[src/rtl/uwr_pkg.sv]
package uwr_pkg;

    localparam int OVERSAMPLE = 16;
    localparam int MID_TICK   = OVERSAMPLE / 2 - 1;
    localparam int LAST_TICK  = OVERSAMPLE - 1;
    localparam int DATA_BITS  = 8;
    localparam int WORD_BYTES = 3;

    typedef enum logic [2:0] {
        RX_IDLE,
        RX_START,
        RX_DATA,
        RX_STOP,
        RX_HOLD
    } rx_state_t;

    typedef struct packed {
        logic                 start;
        logic                 valid;
        logic                 err;
        logic [DATA_BITS-1:0] data;
    } frame_evt_t;

    function automatic logic [23:0] push_byte(input logic [23:0] acc,
                                              input logic [7:0]  b);
        return {acc[15:0], b};
    endfunction

endpackage

[src/rtl/uwr_sync.sv]
module uwr_sync #(
    parameter int STAGES = 2
) (
    input  logic clk,
    input  logic rst,
    input  logic d_async,
    output logic d_sync
);
    logic [STAGES-1:0] chain;

    always_ff @(posedge clk) begin
        if (rst) chain <= '1;
        else     chain <= {chain[STAGES-2:0], d_async};
    end

    assign d_sync = chain[STAGES-1];
endmodule

[src/rtl/uwr_tick.sv]
module uwr_tick #(
    parameter int DIV_FAST = 163
) (
    input  logic clk,
    input  logic rst,
    input  logic baud_sel,
    output logic tick
);
    localparam int DIV_SLOW = 2 * DIV_FAST;
    localparam int CW       = $clog2(DIV_SLOW + 1);

    logic [CW-1:0] cnt;
    logic [CW-1:0] limit;

    assign limit = baud_sel ? CW'(DIV_FAST - 1) : CW'(DIV_SLOW - 1);

    always_ff @(posedge clk) begin
        if (rst) begin
            cnt  <= '0;
            tick <= 1'b0;
        end else if (cnt >= limit) begin
            cnt  <= '0;
            tick <= 1'b1;
        end else begin
            cnt  <= cnt + 1'b1;
            tick <= 1'b0;
        end
    end
endmodule

[src/rtl/uwr_frame.sv]
module uwr_frame
    import uwr_pkg::*;
(
    input  logic       clk,
    input  logic       rst,
    input  logic       tick,
    input  logic       rx,
    output frame_evt_t evt,
    output logic       busy
);
    rx_state_t      state;
    logic [3:0]     os_cnt;
    logic [2:0]     bit_idx;
    logic [7:0]     shreg;

    assign busy = (state != RX_IDLE);

    always_ff @(posedge clk) begin
        if (rst) begin
            state   <= RX_IDLE;
            os_cnt  <= '0;
            bit_idx <= '0;
            shreg   <= '0;
            evt     <= '0;
        end else begin
            evt.start <= 1'b0;
            evt.valid <= 1'b0;
            evt.err   <= 1'b0;
            unique case (state)
                RX_IDLE: begin
                    if (tick && !rx) begin
                        state  <= RX_START;
                        os_cnt <= '0;
                    end
                end
                RX_START: begin
                    if (tick) begin
                        if (os_cnt == 4'(MID_TICK)) begin
                            os_cnt <= '0;
                            if (!rx) begin
                                state     <= RX_DATA;
                                bit_idx   <= '0;
                                evt.start <= 1'b1;
                            end else begin
                                state <= RX_IDLE;
                            end
                        end else begin
                            os_cnt <= os_cnt + 1'b1;
                        end
                    end
                end
                RX_DATA: begin
                    if (tick) begin
                        if (os_cnt == 4'(LAST_TICK)) begin
                            os_cnt <= '0;
                            shreg  <= {rx, shreg[7:1]};
                            if (bit_idx == 3'(DATA_BITS - 1)) state <= RX_STOP;
                            else bit_idx <= bit_idx + 1'b1;
                        end else begin
                            os_cnt <= os_cnt + 1'b1;
                        end
                    end
                end
                RX_STOP: begin
                    if (tick) begin
                        if (os_cnt == 4'(LAST_TICK)) begin
                            os_cnt <= '0;
                            if (rx) begin
                                evt.valid <= 1'b1;
                                evt.data  <= shreg;
                                state     <= RX_IDLE;
                            end else begin
                                evt.err <= 1'b1;
                                state   <= RX_HOLD;
                            end
                        end else begin
                            os_cnt <= os_cnt + 1'b1;
                        end
                    end
                end
                RX_HOLD: begin
                    if (rx) state <= RX_IDLE;
                end
                default: state <= RX_IDLE;
            endcase
        end
    end
endmodule

[src/rtl/uwr_pack.sv]
module uwr_pack
    import uwr_pkg::*;
#(
    parameter int TIMEOUT_CLKS = 500_000_000
) (
    input  logic        clk,
    input  logic        rst,
    input  frame_evt_t  evt,
    input  logic        busy,
    output logic [23:0] word_data,
    output logic        word_we,
    output logic        timeout_flag
);
    localparam int TW = $clog2(TIMEOUT_CLKS + 1);

    logic [TW-1:0] timer;
    logic [1:0]    byte_cnt;
    logic [23:0]   acc;

    always_ff @(posedge clk) begin
        if (rst) begin
            timer        <= '0;
            byte_cnt     <= '0;
            acc          <= '0;
            word_data    <= '0;
            word_we      <= 1'b0;
            timeout_flag <= 1'b0;
        end else begin
            word_we <= 1'b0;
            if (evt.start) begin
                timer        <= '0;
                timeout_flag <= 1'b0;
            end else if (busy) begin
                timer <= '0;
            end else if (timer == TW'(TIMEOUT_CLKS - 1)) begin
                timeout_flag <= 1'b1;
                byte_cnt     <= '0;
                acc          <= '0;
            end else begin
                timer <= timer + 1'b1;
            end

            if (evt.valid) begin
                if (byte_cnt == 2'(WORD_BYTES - 1)) begin
                    word_data <= push_byte(acc, evt.data);
                    word_we   <= 1'b1;
                    byte_cnt  <= '0;
                    acc       <= '0;
                end else begin
                    acc      <= push_byte(acc, evt.data);
                    byte_cnt <= byte_cnt + 1'b1;
                end
            end
        end
    end
endmodule

[src/rtl/uart_word_rx.sv]
module uart_word_rx
    import uwr_pkg::*;
#(
    parameter int CLK_HZ       = 50_000_000,
    parameter int DIV_FAST     = (CLK_HZ + 19200 * 8) / (19200 * OVERSAMPLE),
    parameter int TIMEOUT_CLKS = CLK_HZ * 10
) (
    input  logic        clk,
    input  logic        rst,
    input  logic        baud_sel,
    input  logic        rx_in,
    output logic [23:0] word_data,
    output logic        word_we,
    output logic        frame_err,
    output logic        timeout_flag
);
    logic       rx_s;
    logic       tick;
    logic       busy;
    frame_evt_t evt;

    uwr_sync #(.STAGES(2)) u_sync (
        .clk(clk), .rst(rst), .d_async(rx_in), .d_sync(rx_s)
    );

    uwr_tick #(.DIV_FAST(DIV_FAST)) u_tick (
        .clk(clk), .rst(rst), .baud_sel(baud_sel), .tick(tick)
    );

    uwr_frame u_frame (
        .clk(clk), .rst(rst), .tick(tick), .rx(rx_s), .evt(evt), .busy(busy)
    );

    uwr_pack #(.TIMEOUT_CLKS(TIMEOUT_CLKS)) u_pack (
        .clk(clk), .rst(rst), .evt(evt), .busy(busy),
        .word_data(word_data), .word_we(word_we), .timeout_flag(timeout_flag)
    );

    assign frame_err = evt.err;
endmodule

[config.mk]
export PLATFORM = sky130hd
export DESIGN_NAME = uart_word_rx
export DESIGN_NICKNAME = d
export VERILOG_FILES = /design/src/rtl/uwr_pkg.sv /design/src/rtl/uwr_sync.sv /design/src/rtl/uwr_tick.sv /design/src/rtl/uwr_frame.sv /design/src/rtl/uwr_pack.sv /design/src/rtl/uart_word_rx.sv
export SDC_FILE = /design/constraint.sdc
export NUM_CORES = 1
export LEC_CHECK = 0
export BUFFER_PORTS_ARGS = -buffer_cell sky130_fd_sc_hd__buf_4
export CAP_MARGIN = 20
export CORE_ASPECT_RATIO = 1.25
export CORE_UTILIZATION = 50
export CTS_CLUSTER_SIZE = 40
export DETAILED_ROUTE_END_ITERATION = 10
export PLACE_DENSITY = 0.73
export SLEW_MARGIN = 10
export SYNTH_ARGS = -nofsm -noshare
export SYNTH_HDL_FRONTEND = slang
export SYNTH_SLANG_ARGS = --single-unit
export TNS_END_PERCENT = 100
[constraint.sdc]
create_clock -name clk -period 2.1 [get_ports clk]
set_input_delay 0.21 -clock clk [delete_from_list [all_inputs] [get_ports clk]]
set_output_delay 0.21 -clock clk [all_outputs]
set_load 0.005 [all_outputs]
# Yosys cells after proc, flatten, opt, wreduce, memory -nomap -nowiden
# Index checks and enable logic that the tools add are counted.
# op_classes
n_bitwise	7
n_mux	40
add_sub_neg	5
reduce_logical	22
n_lt_le_gt_ge	1
n_eq_ne	23
# op_table
op	count
2-to-1 mux 16 bit	5
2-to-1 mux 3 bit	16
adder 29 x 1 -> 29 bit, second input constant	1
equality test 29 bit, second input constant	1
2-to-1 mux 4 bit	5
one-hot mux 3 bit (5 select lines)	1
inequality test 2 x 1 -> 1 bit, second input constant	7
inequality test 2 bit, second input constant	7
2-to-1 mux 2 bit	6
one-hot mux 4 bit (3 select lines)	1
adder 9 x 1 -> 9 bit, second input constant	1
greater-or-equal comparator 9 bit	1
2-to-1 mux 9 bit	1
AND reduction 9 bit	1
AND reduction 4 bit	2
OR reduction 2 bit	4
OR reduction 4 bit	2
NOT 1 bit	7
AND reduction 7 bit	1
equality test 3 x 2 -> 1 bit, second input constant	2
equality test 3 bit, second input constant	2
one-hot mux 3 bit (2 select lines)	1
AND reduction 3 bit	2
nonzero test 3 bit	2
other kinds (14)	19
# totals
register_bits	114
wordCells	115
inputBits	4

# Depth between registers and ports, before layout
# Gate-level depths: netlist (run 1).
# depth
ltp_word	5
mapped_depth	8
ltp_nobuf	7

# Cells and area by module
# Synthesis (run 1) repeated with hierarchy kept, for this count alone.
# unflattened
hier_cells	544
area_unflattened_um2	5044.8
# modules_own_cells
mod	area_each_um2	n_inst	cells_each
uwr_pack	3030.4	1	338
uwr_frame	1377.6	1	142
uwr_tick	584.3	1	60
uwr_sync	52.6	1	4

# Worst setup path after synthesis (run 1)
# Ideal clock, no wire load.
# synth_path
path_type	reg2reg
from	reg u_pack.timer[8]
to	reg u_pack.acc[7]
setup_slack_ps	139
period_less_slack_ps	1961
path_stages_with_launch	8
setup_ps	117
t_arrival_ps	1844
path_cell_list	dfxtp_1 or4_1 nor3_1 and4_1 buf_6 a311oi_4 buf_6 a22o_1
# synth_via
elab_chain_len	3
# synth_rtl
element	line_no	text
start: declaration	uwr_pack.sv:16	logic [TW-1:0] timer;
start signal: assignment	uwr_pack.sv:40	timer <= timer + 1'b1;
equality test 29 bit	uwr_pack.sv:35	end else if (timer == TW'(TIMEOUT_CLKS - 1)) begin
nonzero test 2 bit (no source line)	n/a	
AND reduction 3 bit (no source line)	n/a	
end signal: assignment	uwr_pack.sv:50	acc <= push_byte(acc, evt.data);
end: declaration	uwr_pack.sv:18	logic [23:0] acc;
# No other way between the ends.
# A chain may end at the register's enable or synchronous reset.

# Worst setup path after layout (run 1)
# layout_path
from	reg u_pack.timer[12]
to	reg u_pack.acc[4]
# The elaborated chain is that of the path after synthesis.

==> summary.txt, run 1 <==
====================================================================================================
Beginning of the worst register-to-register path                                        u_pack.timer[12]
Element type at the critical path start                                                    flip-flop
Async set-or-reset flop fraction in the synthesized netlist                                       0%
Number of cell instances on the worst register-to-register path                                    6
Reg2Reg Setup Slack                                                                          0.14 ns
Clock-pin slew reported for the worst setup and hold paths after clock tree synthesis        0.06 ns
H-tree lvl count                                                                                   4
Kind of critical path                                                                   flip-flop to flip-flop
Power Density                                                                           908.4 nW/um^2
Post-synthesis sequential area ratio                                                          48.65%
Leading register cell type out of synthesis                                             sky130_fd_sc_hd__dfxtp_1
Signed area change from the synthesized netlist to the final layout                           22.89%
Status                                                                                  finished, final reports clean
TritonCTS Buffers                                                                                 17
Overall global routing resource usage                                                         21.63%
Worst hold slack after final layout                                                        0.1334 ns
Hold-critical path depth                                                                           2
Post-synthesis sequential element count                                                          114
Antenna Diode Count                                                                                0
Via count of the first global-routing pass                                                      3634
Capture instance of the worst register-to-register path                                 u_pack.acc[4]
Required time of the worst setup path                                                        2.40 ns
Placed Area                                                                                5130 um^2
Core Region                                                                                9125 um^2
Post-route cell area                                                                       5764 um^2
Share of synthesized area spent on multiplexers                                               3.414%
Largest net degree at the start of global routing                                                 30
DIE WIDTH                                                                                   88.63 um
Largest stage delay on the critical path                                                     0.51 ns
Cell chain of the critical path                                                         or4_1 -> nor3_1 -> and4_1 -> a311oi_4 -> buf_4 -> a22o_1
Post-Synth Adder-Cell Area                                                                    3.201%
Clock latency of the later-clocked register in the worst-skew pair                           0.41 ns
Transition at the pin with the smallest max-transition slack                                1.008 ns
Worst-path cell with the longest stage delay                                            sky130_fd_sc_hd__or4_1
Floorplan die height                                                                        110.3 um
Die ar.                                                                                    9775 um^2
Nets@finish                                                                                      591
Clock tree from TritonCTS                                                                        yes
Leakage power of the design                                                                 2.227 nW
Post-detailed-route via-to-cell ratio                                                          5.436
Top Ports                                                                                         31
Clock buffer depth                                                                                 2
Setup Total Neg Slack                                                                           0 ns
Starting density of the core                                                                  51.41%
Post-route ant nets                                                                                0
FP Rows                                                                                           39
Clk sink count                                                                                   114
Highest routed metal layer                                                                      met4
Setup-violating endpoint count in the final report                                                 0
Detailed-route wire length on metal 1                                                        4326 um
F_max                                                                                      509.1 MHz
Compound-gate portion of the synthesized area                                                 12.94%
Total of max-cap violations                                                                        0
Xor/xnor share of the synthesized area                                                        4.668%
I/O Buffers                                                                                       30
Avg WL per Cell                                                                             13.45 um
Number of DRC violations after detailed-routing iteration 0                                      173
Residual overflow from global routing                                                              0
Number of flops mapped to enable cells by yosys                                                    0
Minimum clock period                                                                        1.964 ns
Distinct cell type count of the synthesized netlist                                               51
Post-Syn Nets                                                                                    542
Detail Placement HPWL                                                                        6585 um
Setup repair after global routing missed its margin                                               no
Detailed-routed wire length on met2                                                          4792 um
Pins over their slew limit                                                                         0
Synthesized-area fraction occupied by and/or/nand/nor cells                                   23.93%
Arrival time worst endpoint                                                                  2.27 ns
Bufs and invs on worst path                                                                        1
Worst-case headroom to the max-slew limit                                                     32.52%
Launch point of the critical path                                                       u_pack.timer[12]
Final RePlAce weighted congestion                                                             0.8306
Residual DRC                                                                                       0
First drt pass iteration count                                                                     4
Fin Clk Skew                                                                             0.009349 ns
Worst-case vdd ir drop                                                                   0.0006188 V
Final wirelength                                                                             9565 um
Worst hold endpoint                                                                     u_frame.shreg[4]
Period utilization                                                                            93.53%
Top cell family by delay on the critical path                                           simple AND/OR/NAND/NOR gates
Worst hold path startpoint                                                                       rst
Clock root buffer                                                                       sky130_fd_sc_hd__clkbuf_16
Layout cell share with drive strength beyond 1                                                15.48%
Kind of end point of the critical path                                                     flip-flop
Post-synthesis instance area                                                               4691 um^2
First-pass GRT wire length                                                                  16230 um
Warnings, synthesis                                                                                0
Met3 wire length                                                                              330 um
Via count                                                                                       3865
Syn_area_per_cell                                                                         8.918 um^2
Final Hold Viols                                                                                   0
Combinational family with the most area after synthesis                                 simple AND/OR/NAND/NOR gates
Cells after Synth                                                                                526
Number of antenna violations at the first check in global routing                                  0
Crit Path Max Fanout                                                                              18
Path class of the lowest-slack min-delay path                                           input port to flip-flop
====================================================================================================
[worst max-delay path by stage]
stage | cells past startpoint | endpoint
2_1_floorplan | 7 | u_pack.acc[7]
3_3_place_gp | 6 | u_pack.acc[14]
3_5_place_dp | 8 | u_tick.cnt[6]
4_1_cts | 5 | u_tick.cnt[6]
5_1_grt | 6 | u_pack.acc[6]
6_report | 6 | u_pack.acc[4]
[registers in the layout (all words and copies together), names as in the netlist, 2 cells and up]
signal            count
u_frame.state         3
u_frame.evt          11
u_pack.byte_cnt       2
u_frame.shreg         8
u_tick.cnt            9
u_pack.word_data     24
u_pack.timer         29
u_frame.bit_idx       3
u_sync.chain          2
u_frame.os_cnt        4
u_pack.acc           16
[layout make-up]
class                      count  area (um^2)
fill                         740         3361
sequential                   114         2282
multi-input combinational    376         2258
clock buffer                  18        439.2
timing repair buffer          54        407.9
clock inverter                14        177.7
tap                          123        153.9
inverter                      12        45.04
[cell families (layout without fill, tap and decap cells)]
group,count (synthesis),count (layout)
multiplexers,16,16
flip-flops,114,114
adder cells (fa/ha/maj),12,12
AO/OA/AOI/OAI,94,94
XOR/XNOR,25,25
buffers and inverters,36,98
AND/OR/NAND/NOR,229,229
[worst register-to-register path: stages (launching register included)]
cell and delay (ns):
sky130_fd_sc_hd__dfxtp_1 0.33, sky130_fd_sc_hd__or4_1 0.51, sky130_fd_sc_hd__nor3_1 0.17, sky130_fd_sc_hd__and4_1 0.28, sky130_fd_sc_hd__a311oi_4 0.10, sky130_fd_sc_hd__buf_4 0.22
sky130_fd_sc_hd__a22o_1 0.25
[per-layer routing]
metal	GRT usage (%)	up-vias
met5	0	-
met4	8.525	0
met3	7.595	11
met2	36.59	71
met1	24.79	1834
li1	-	1949
[Yosys cell counts (3+ instances only)]
master                     count  share of area, %
sky130_fd_sc_hd__a31oi_1       5              0.67
sky130_fd_sc_hd__and2_1        4              0.53
sky130_fd_sc_hd__nand3_1      23               2.5
sky130_fd_sc_hd__or3_1         7              0.93
sky130_fd_sc_hd__dfxtp_1     114                49
sky130_fd_sc_hd__nor4_1        5              0.67
sky130_fd_sc_hd__nand2_1      77               6.2
sky130_fd_sc_hd__clkbuf_1     19               1.5
sky130_fd_sc_hd__and3_1       10               1.3
sky130_fd_sc_hd__nor4b_1       3              0.56
sky130_fd_sc_hd__inv_1         9              0.72
sky130_fd_sc_hd__or4_1         3              0.48
sky130_fd_sc_hd__mux2i_1      16               3.4
sky130_fd_sc_hd__nor3_1        8              0.85
sky130_fd_sc_hd__buf_1         3              0.24
sky130_fd_sc_hd__xnor2_1      10               1.9
sky130_fd_sc_hd__nor2_1       56               4.5
sky130_fd_sc_hd__a21oi_1      43               4.6
sky130_fd_sc_hd__o211ai_1      4              0.64
sky130_fd_sc_hd__a22o_1       16               3.0
sky130_fd_sc_hd__o21ai_1       8              0.85
sky130_fd_sc_hd__and4_1        3              0.56
sky130_fd_sc_hd__o21ai_0       5              0.53
sky130_fd_sc_hd__nor3b_1       3              0.48
sky130_fd_sc_hd__xor2_1       15               2.8
sky130_fd_sc_hd__nand4_1       9               1.2
sky130_fd_sc_hd__ha_1         12               3.2
[through the flow]
stage	worst slack, ns	power (mW)	util (%)	instances
2_1_floorplan	0.1393	2.308	-	526
3_3_place_gp	0.1916	2.333	56.22	677
3_5_place_dp	0.1005	2.339	56.22	677
4_1_cts	0.1339	5.282	63.09	710
5_1_grt	0.04369	5.424	63.17	711
6_report	0.1358	5.236	63.17	711
[power breakdown]
part	switching [mW]	internal [mW]	leakage, nW	total [mW]
combinational	0.0648	0.0405	1.02	0.105
sequential	0.0134	2.18	0.919	2.19
clock	1.03	1.91	0.290	2.94
total	1.11	4.13	2.23	5.24
[cells in the final DEF (no fill, tap or decap), drive strengths merged, types with 7 or more instances in the layout]
master	instances
nand4	9
dfxtp	114
nor3	11
buf	53
or3	7
inv	15
a22o	16
o21ai	13
xor2	15
xnor2	10
nor2	56
a21oi	43
mux2i	16
ha	12
nand3	23
and3	10
nand2	77
clkbuf	18
[timing repair]
item | 4_1_cts | 5_1_grt
hold endpoints to repair | 1 | 0
setup endpoints to repair | 0 | 9
buffers inserted | 0 | 1
hold buffers | 1 | 0
resized for setup | 0 | 0
Power figures use the tool's default switching activity.
==> run 2, diff against run 1 <==
Settings changed: PLACE_DENSITY 0.73 to 0.71.
Clock period 2.1 ns to 1.9 ns, I/O delays scaled along.
==> summary.txt, run 2 (same netlist as run 1, synthesis figures left out) <==
====================================================================================================
Setup-violating endpoint count in the final report                                                 0
Number of cell instances on the worst register-to-register path                                    6
Period utilization                                                                            97.93%
Layout cell share with drive strength beyond 1                                                18.44%
Capture instance of the worst register-to-register path                                 u_pack.acc[0]
H-tree lvl count                                                                                   4
Final wirelength                                                                             9660 um
Arrival time worst endpoint                                                                  2.15 ns
Status                                                                                  finished, final reports clean
First-pass GRT wire length                                                                  16000 um
Pre-CTS setup slack                                                                      0.007749 ns
Clock root buffer                                                                       sky130_fd_sc_hd__clkbuf_16
Transition at the pin with the smallest max-transition slack                                1.022 ns
Most frequent standard cell in the layout excluding fill and tap cells                  sky130_fd_sc_hd__dfxtp_1
Logic gate share of total power                                                                 2.2%
Floorplan die height                                                                        110.3 um
Beginning of the worst register-to-register path                                        u_pack.timer[25]
Worst hold slack after final layout                                                        0.1783 ns
Minimum clock period                                                                        1.861 ns
DIE WIDTH                                                                                   88.63 um
Required time of the worst setup path                                                        2.19 ns
Kind of critical path                                                                   flip-flop to flip-flop
Avg WL per Cell                                                                             13.32 um
Clock share of power                                                                           57.8%
Path class of the lowest-slack min-delay path                                           input port to flip-flop
Largest registers in the final layout                                                   u_pack.timer (29), u_pack.word_data (24), u_pack.acc (16)
Power Density                                                                           1013 nW/um^2
Leakage power of the design                                                                 2.329 nW
Via count of the first global-routing pass                                                      3558
Overall global routing resource usage                                                         21.37%
Worst hold path startpoint                                                                       rst
Via count                                                                                       3912
Top Ports                                                                                         31
Post-route core utilization                                                                   65.34%
Switching power                                                                             1.177 mW
Reg2Reg Setup Slack                                                                          0.04 ns
Starting density of the core                                                                  51.41%
Number of antenna violations at the first check in global routing                                  0
Element type at the critical path start                                                    flip-flop
I/O Buffers                                                                                       30
Number of DRC violations after detailed-routing iteration 0                                      264
Fin Clk Skew                                                                             0.006654 ns
Clock buffer depth                                                                                 2
Flip-flop count of the largest register, all copies and words added                               29
Kind of end point of the critical path                                                     flip-flop
Hold-critical path depth                                                                           3
Crit Path Max Fanout                                                                              18
F_max                                                                                      537.5 MHz
TritonCTS Buffers                                                                                 17
Core Region                                                                                9125 um^2
Post-route ant nets                                                                                0
Clk sink count                                                                                   114
Detail Placement HPWL                                                                        6626 um
Total of max-cap violations                                                                        0
PnR Total Power                                                                             6.038 mW
Residual overflow from global routing                                                              0
Clock latency of the later-clocked register in the worst-skew pair                           0.40 ns
Cell-internal power                                                                         4.862 mW
Share of power burned in registers                                                             40.0%
Most flop-heavy register                                                                u_pack.timer
Post-detailed-route via-to-cell ratio                                                          5.396
Placed cell count                                                                                688
Pins over their slew limit                                                                         0
Final Non-Filler Cells                                                                           725
Final worst-path setup slack                                                              0.03939 ns
Switching Fraction                                                                            19.49%
Final Hold Viols                                                                                   0
Worst-case vdd ir drop                                                                   0.0006607 V
Commonest cells after routing, fill and taps aside                                      sky130_fd_sc_hd__dfxtp_1 (110), sky130_fd_sc_hd__nand2_1 (77), sky130_fd_sc_hd__buf_4 (65), sky130_fd_sc_hd__nor2_1 (56), sky130_fd_sc_hd__a21oi_1 (43)
Worst-case headroom to the max-slew limit                                                     31.59%
Antenna Diode Count                                                                                0
Setup repair after global routing missed its margin                                              yes
First drt pass iteration count                                                                     4
Clock tree from TritonCTS                                                                        yes
Largest net degree at the start of global routing                                                 33
Die ar.                                                                                    9775 um^2
Final RePlAce weighted congestion                                                             0.8384
Signed area change from the synthesized netlist to the final layout                           27.10%
Nets@finish                                                                                      605
FP Rows                                                                                           39
Clock-pin slew reported for the worst setup and hold paths after clock tree synthesis        0.05 ns
Worst hold endpoint                                                                      u_tick.tick
Residual DRC                                                                                       0
====================================================================================================
==> run 2: changes by cell type in the layout (fill, tap and decap cells not counted), sizes merged <==
cell,previous run,this run
buf,53,67
inv,15,13
bufinv,3,5
clkbuf,18,20
clkinv,4,2
==> run 2: critical path, stage by stage (launching register included) <==
cell and delay [ns]:
sky130_fd_sc_hd__dfxtp_1 0.31, sky130_fd_sc_hd__or4bb_1 0.49, sky130_fd_sc_hd__nor3_1 0.18, sky130_fd_sc_hd__and4_4 0.26, sky130_fd_sc_hd__a311oi_4 0.10, sky130_fd_sc_hd__buf_12 0.17, sky130_fd_sc_hd__a22o_1 0.23
==> run 2: final cells by class <==
| cell class | instances | area, um^2 |
|---|---|---|
| multi-input combinational | 376 | 2278 |
| timing repair buffer | 68 | 538.0 |
| clock inverter | 12 | 202.7 |
| sequential | 114 | 2287 |
| tap | 123 | 153.9 |
| inverter | 12 | 45.04 |
| fill | 737 | 3163 |
| clock buffer | 20 | 456.7 |
==> run 2: power groups by stage <==
stage | clock (mW) | combinational [mW] | sequential [mW]
after floorplan | 0 | 0.0828 | 2.47
after global placement | 0 | 0.118 | 2.47
after detailed placement | 0 | 0.123 | 2.47
after CTS | 3.54 | 0.125 | 2.42
after global routing | 3.66 | 0.151 | 2.42
final | 3.49 | 0.131 | 2.42
==> run 2: repair_timing <==
item,CTS,global route
hold buffers,1,0
setup buffers,0,4
endpoints found under the hold margin,1,0
gates resized for setup,0,6
setup endpoints to repair,0,38
==> run 2: how the worst max path moves through the flow <==
stage / startpoint / endpoint / slack (ns) / cells after the start
2_1_floorplan: u_pack.timer[22] / u_pack.acc[7] / -0.007 / 7
3_3_place_gp: u_pack.timer[25] / u_pack.acc[9] / 0.04 / 5
3_5_place_dp: u_pack.timer[25] / u_pack.acc[4] / 0.008 / 5
4_1_cts: u_pack.timer[25] / u_pack.acc[15] / 0.002 / 5
5_1_grt: u_tick.cnt[0] / u_tick.cnt[3] / -0.03 / 8
6_report: u_pack.timer[25] / u_pack.acc[0] / 0.04 / 6
==> run 2: per-stage QoR <==
| stage | area (um^2) | TNS, ns |
|---|---|---|
| floorplan | 4695 | -0.05265 |
| global placement | 5229 | 0 |
| detailed placement | 5229 | 0 |
| CTS | 5898 | 0 |
| global route | 5962 | -0.1788 |
| finish | 5962 | 0 |
==> run 2: per-layer routing <==
layer,GRT usage [%],vias to the layer above,share of wire [%]
li1,-,1977,-
met1,25.97,1852,46
met2,34.62,71,49
met3,7.074,12,4.0
met4,8.756,0,1.5
met5,0,-,0
==> run 3, diff against run 2 <==
Settings changed: RECOVER_POWER set to 50.
==> summary.txt, run 3 (same netlist as run 1, synthesis figures left out) <==
====================================================================================================
Status                                                                                  finished, final reports clean
Avg WL per Cell                                                                             13.24 um
Setup Total Neg Slack                                                                           0 ns
Largest net degree at the start of global routing                                                 33
Top cell family by delay on the critical path                                           simple AND/OR/NAND/NOR gates
Layout cell share with drive strength beyond 1                                                17.77%
Minimum clock period                                                                        1.863 ns
Arrival time worst endpoint                                                                  2.15 ns
Signed area change from the synthesized netlist to the final layout                           26.67%
Kind of critical path                                                                   flip-flop to flip-flop
I/O Buffers                                                                                       30
Cell chain of the critical path                                                         or4bb_1 -> nor3_1 -> and4_4 -> a311oi_4 -> buf_12 -> a22o_1
H-tree lvl count                                                                                   4
Final worst-path setup slack                                                              0.03745 ns
Detail Placement HPWL                                                                        6626 um
Clock latency of the later-clocked register in the worst-skew pair                           0.40 ns
Largest stage delay on the critical path                                                     0.49 ns
Pre-CTS setup slack                                                                      0.007749 ns
Leakage power of the design                                                                 2.298 nW
Via count                                                                                       3904
FP Rows                                                                                           39
Number of antenna violations at the first check in global routing                                  0
Pins over their slew limit                                                                         0
Overall global routing resource usage                                                         21.37%
Clock buffer depth                                                                                 2
Setup repair after global routing missed its margin                                              yes
Die ar.                                                                                    9775 um^2
Fin Clk Skew                                                                             0.006224 ns
Beginning of the worst register-to-register path                                        u_pack.timer[25]
Total of max-cap violations                                                                        0
Nets@finish                                                                                      605
Commonest cells after routing, fill and taps aside                                      sky130_fd_sc_hd__dfxtp_1 (110), sky130_fd_sc_hd__nand2_1 (77), sky130_fd_sc_hd__nor2_1 (56), sky130_fd_sc_hd__a21oi_1 (43), sky130_fd_sc_hd__buf_4 (34)
Capture instance of the worst register-to-register path                                 u_pack.acc[0]
Crit Path Max Fanout                                                                              18
First drt pass iteration count                                                                     4
Bufs and invs on worst path                                                                        1
Clock root buffer                                                                       sky130_fd_sc_hd__clkbuf_16
Period utilization                                                                            98.03%
Post-route core utilization                                                                   65.12%
Final Hold Viols                                                                                   0
Power Density                                                                           1016 nW/um^2
Residual overflow from global routing                                                              0
Final RePlAce weighted congestion                                                             0.8384
Core Region                                                                                9125 um^2
Clock tree from TritonCTS                                                                        yes
Clock-pin slew reported for the worst setup and hold paths after clock tree synthesis        0.05 ns
Worst-case headroom to the max-slew limit                                                     31.36%
Setup-violating endpoint count in the final report                                                 0
Residual DRC                                                                                       0
Antenna Diode Count                                                                                0
Floorplan die height                                                                        110.3 um
Reg2Reg Setup Slack                                                                          0.04 ns
DIE WIDTH                                                                                   88.63 um
Placed cell count                                                                                688
Logic depth of the worst path, buffers included                                                    6
Element type at the critical path start                                                    flip-flop
Worst-case vdd ir drop                                                                   0.0006603 V
Post-route ant nets                                                                                0
Worst-path cell with the longest stage delay                                            sky130_fd_sc_hd__or4bb_1
Final wirelength                                                                             9600 um
Post-detailed-route via-to-cell ratio                                                          5.385
Final Non-Filler Cells                                                                           725
F_max                                                                                      536.9 MHz
Clk sink count                                                                                   114
Kind of end point of the critical path                                                     flip-flop
Required time of the worst setup path                                                        2.19 ns
Via count of the first global-routing pass                                                      3558
Starting density of the core                                                                  51.41%
TritonCTS Buffers                                                                                 17
PnR Total Power                                                                             6.038 mW
Most frequent standard cell in the layout excluding fill and tap cells                  sky130_fd_sc_hd__dfxtp_1
Flip-flop count of the largest register, all copies and words added                               29
Transition at the pin with the smallest max-transition slack                                1.026 ns
Number of DRC violations after detailed-routing iteration 0                                      257
Number of cell instances on the worst register-to-register path                                    6
Largest registers in the final layout                                                   u_pack.timer (29), u_pack.word_data (24), u_pack.acc (16)
Crit path to                                                                            u_pack.acc[0]
Path class of the lowest-slack min-delay path                                           input port to flip-flop
Most flop-heavy register                                                                u_pack.timer
Launch point of the critical path                                                       u_pack.timer[25]
First-pass GRT wire length                                                                  16000 um
Top Ports                                                                                         31
====================================================================================================
run 3: how the worst min path moves through the flow:
stage,start,endpoint,cells after the start
after detailed placement,rx_in,u_sync.chain[0],2
final,rst,u_tick.tick,3
after CTS,rst,u_tick.tick,3
after global routing,rst,u_tick.tick,3
after floorplan,rx_in,u_sync.chain[0],1
after global placement,rx_in,u_sync.chain[0],2
run 3: power by group:
part           switching, mW  total [mW]  internal (mW)
clock network           1.09        3.49           2.40
logic                 0.0771       0.130         0.0534
registers             0.0105        2.42           2.41
run 3: worst register-to-register path, stage by stage (launching register included):
cell and delay, ns:
sky130_fd_sc_hd__dfxtp_1 0.31, sky130_fd_sc_hd__or4bb_1 0.49, sky130_fd_sc_hd__nor3_1 0.18, sky130_fd_sc_hd__and4_4 0.26, sky130_fd_sc_hd__a311oi_4 0.11, sky130_fd_sc_hd__buf_12 0.17
sky130_fd_sc_hd__a22o_1 0.23
run 3: final cells by class:
type,instances,area [um^2]
fill,745,3183
sequential,114,2287
multi-input combinational,376,2278
timing repair buffer,68,518.0
clock buffer,20,456.7
clock inverter,12,202.7
tap,123,153.9
inverter,12,45.04
run 3: stage by stage:
| stage | hold slack [ns] | cell area (um^2) |
|---|---|---|
| floorplan | 0.2871 | 4695 |
| global placement | 0.3690 | 5229 |
| detailed placement | 0.3739 | 5229 |
| CTS | 0.1632 | 5898 |
| global route | 0.1790 | 5942 |
| finish | 0.1790 | 5942 |
run 3: per-layer routing:
metal  up-vias  track usage, %  part of all wire, %  routed length (um)
li1       1985               -                    -                   -
met1      1847           25.97                   46                4450
met2        62           34.62                   49                4698
met3        10           7.074                  3.3                 318
met4         0           8.756                  1.4                 132
met5         -               0                    0                   0
run 3: what timing repair did:
item                                   CTS  global route
endpoints found under the hold margin    1             0
setup buffers                            0             4
hold buffers                             1             0
gates resized for setup                  0             6
setup endpoints to repair                0            38
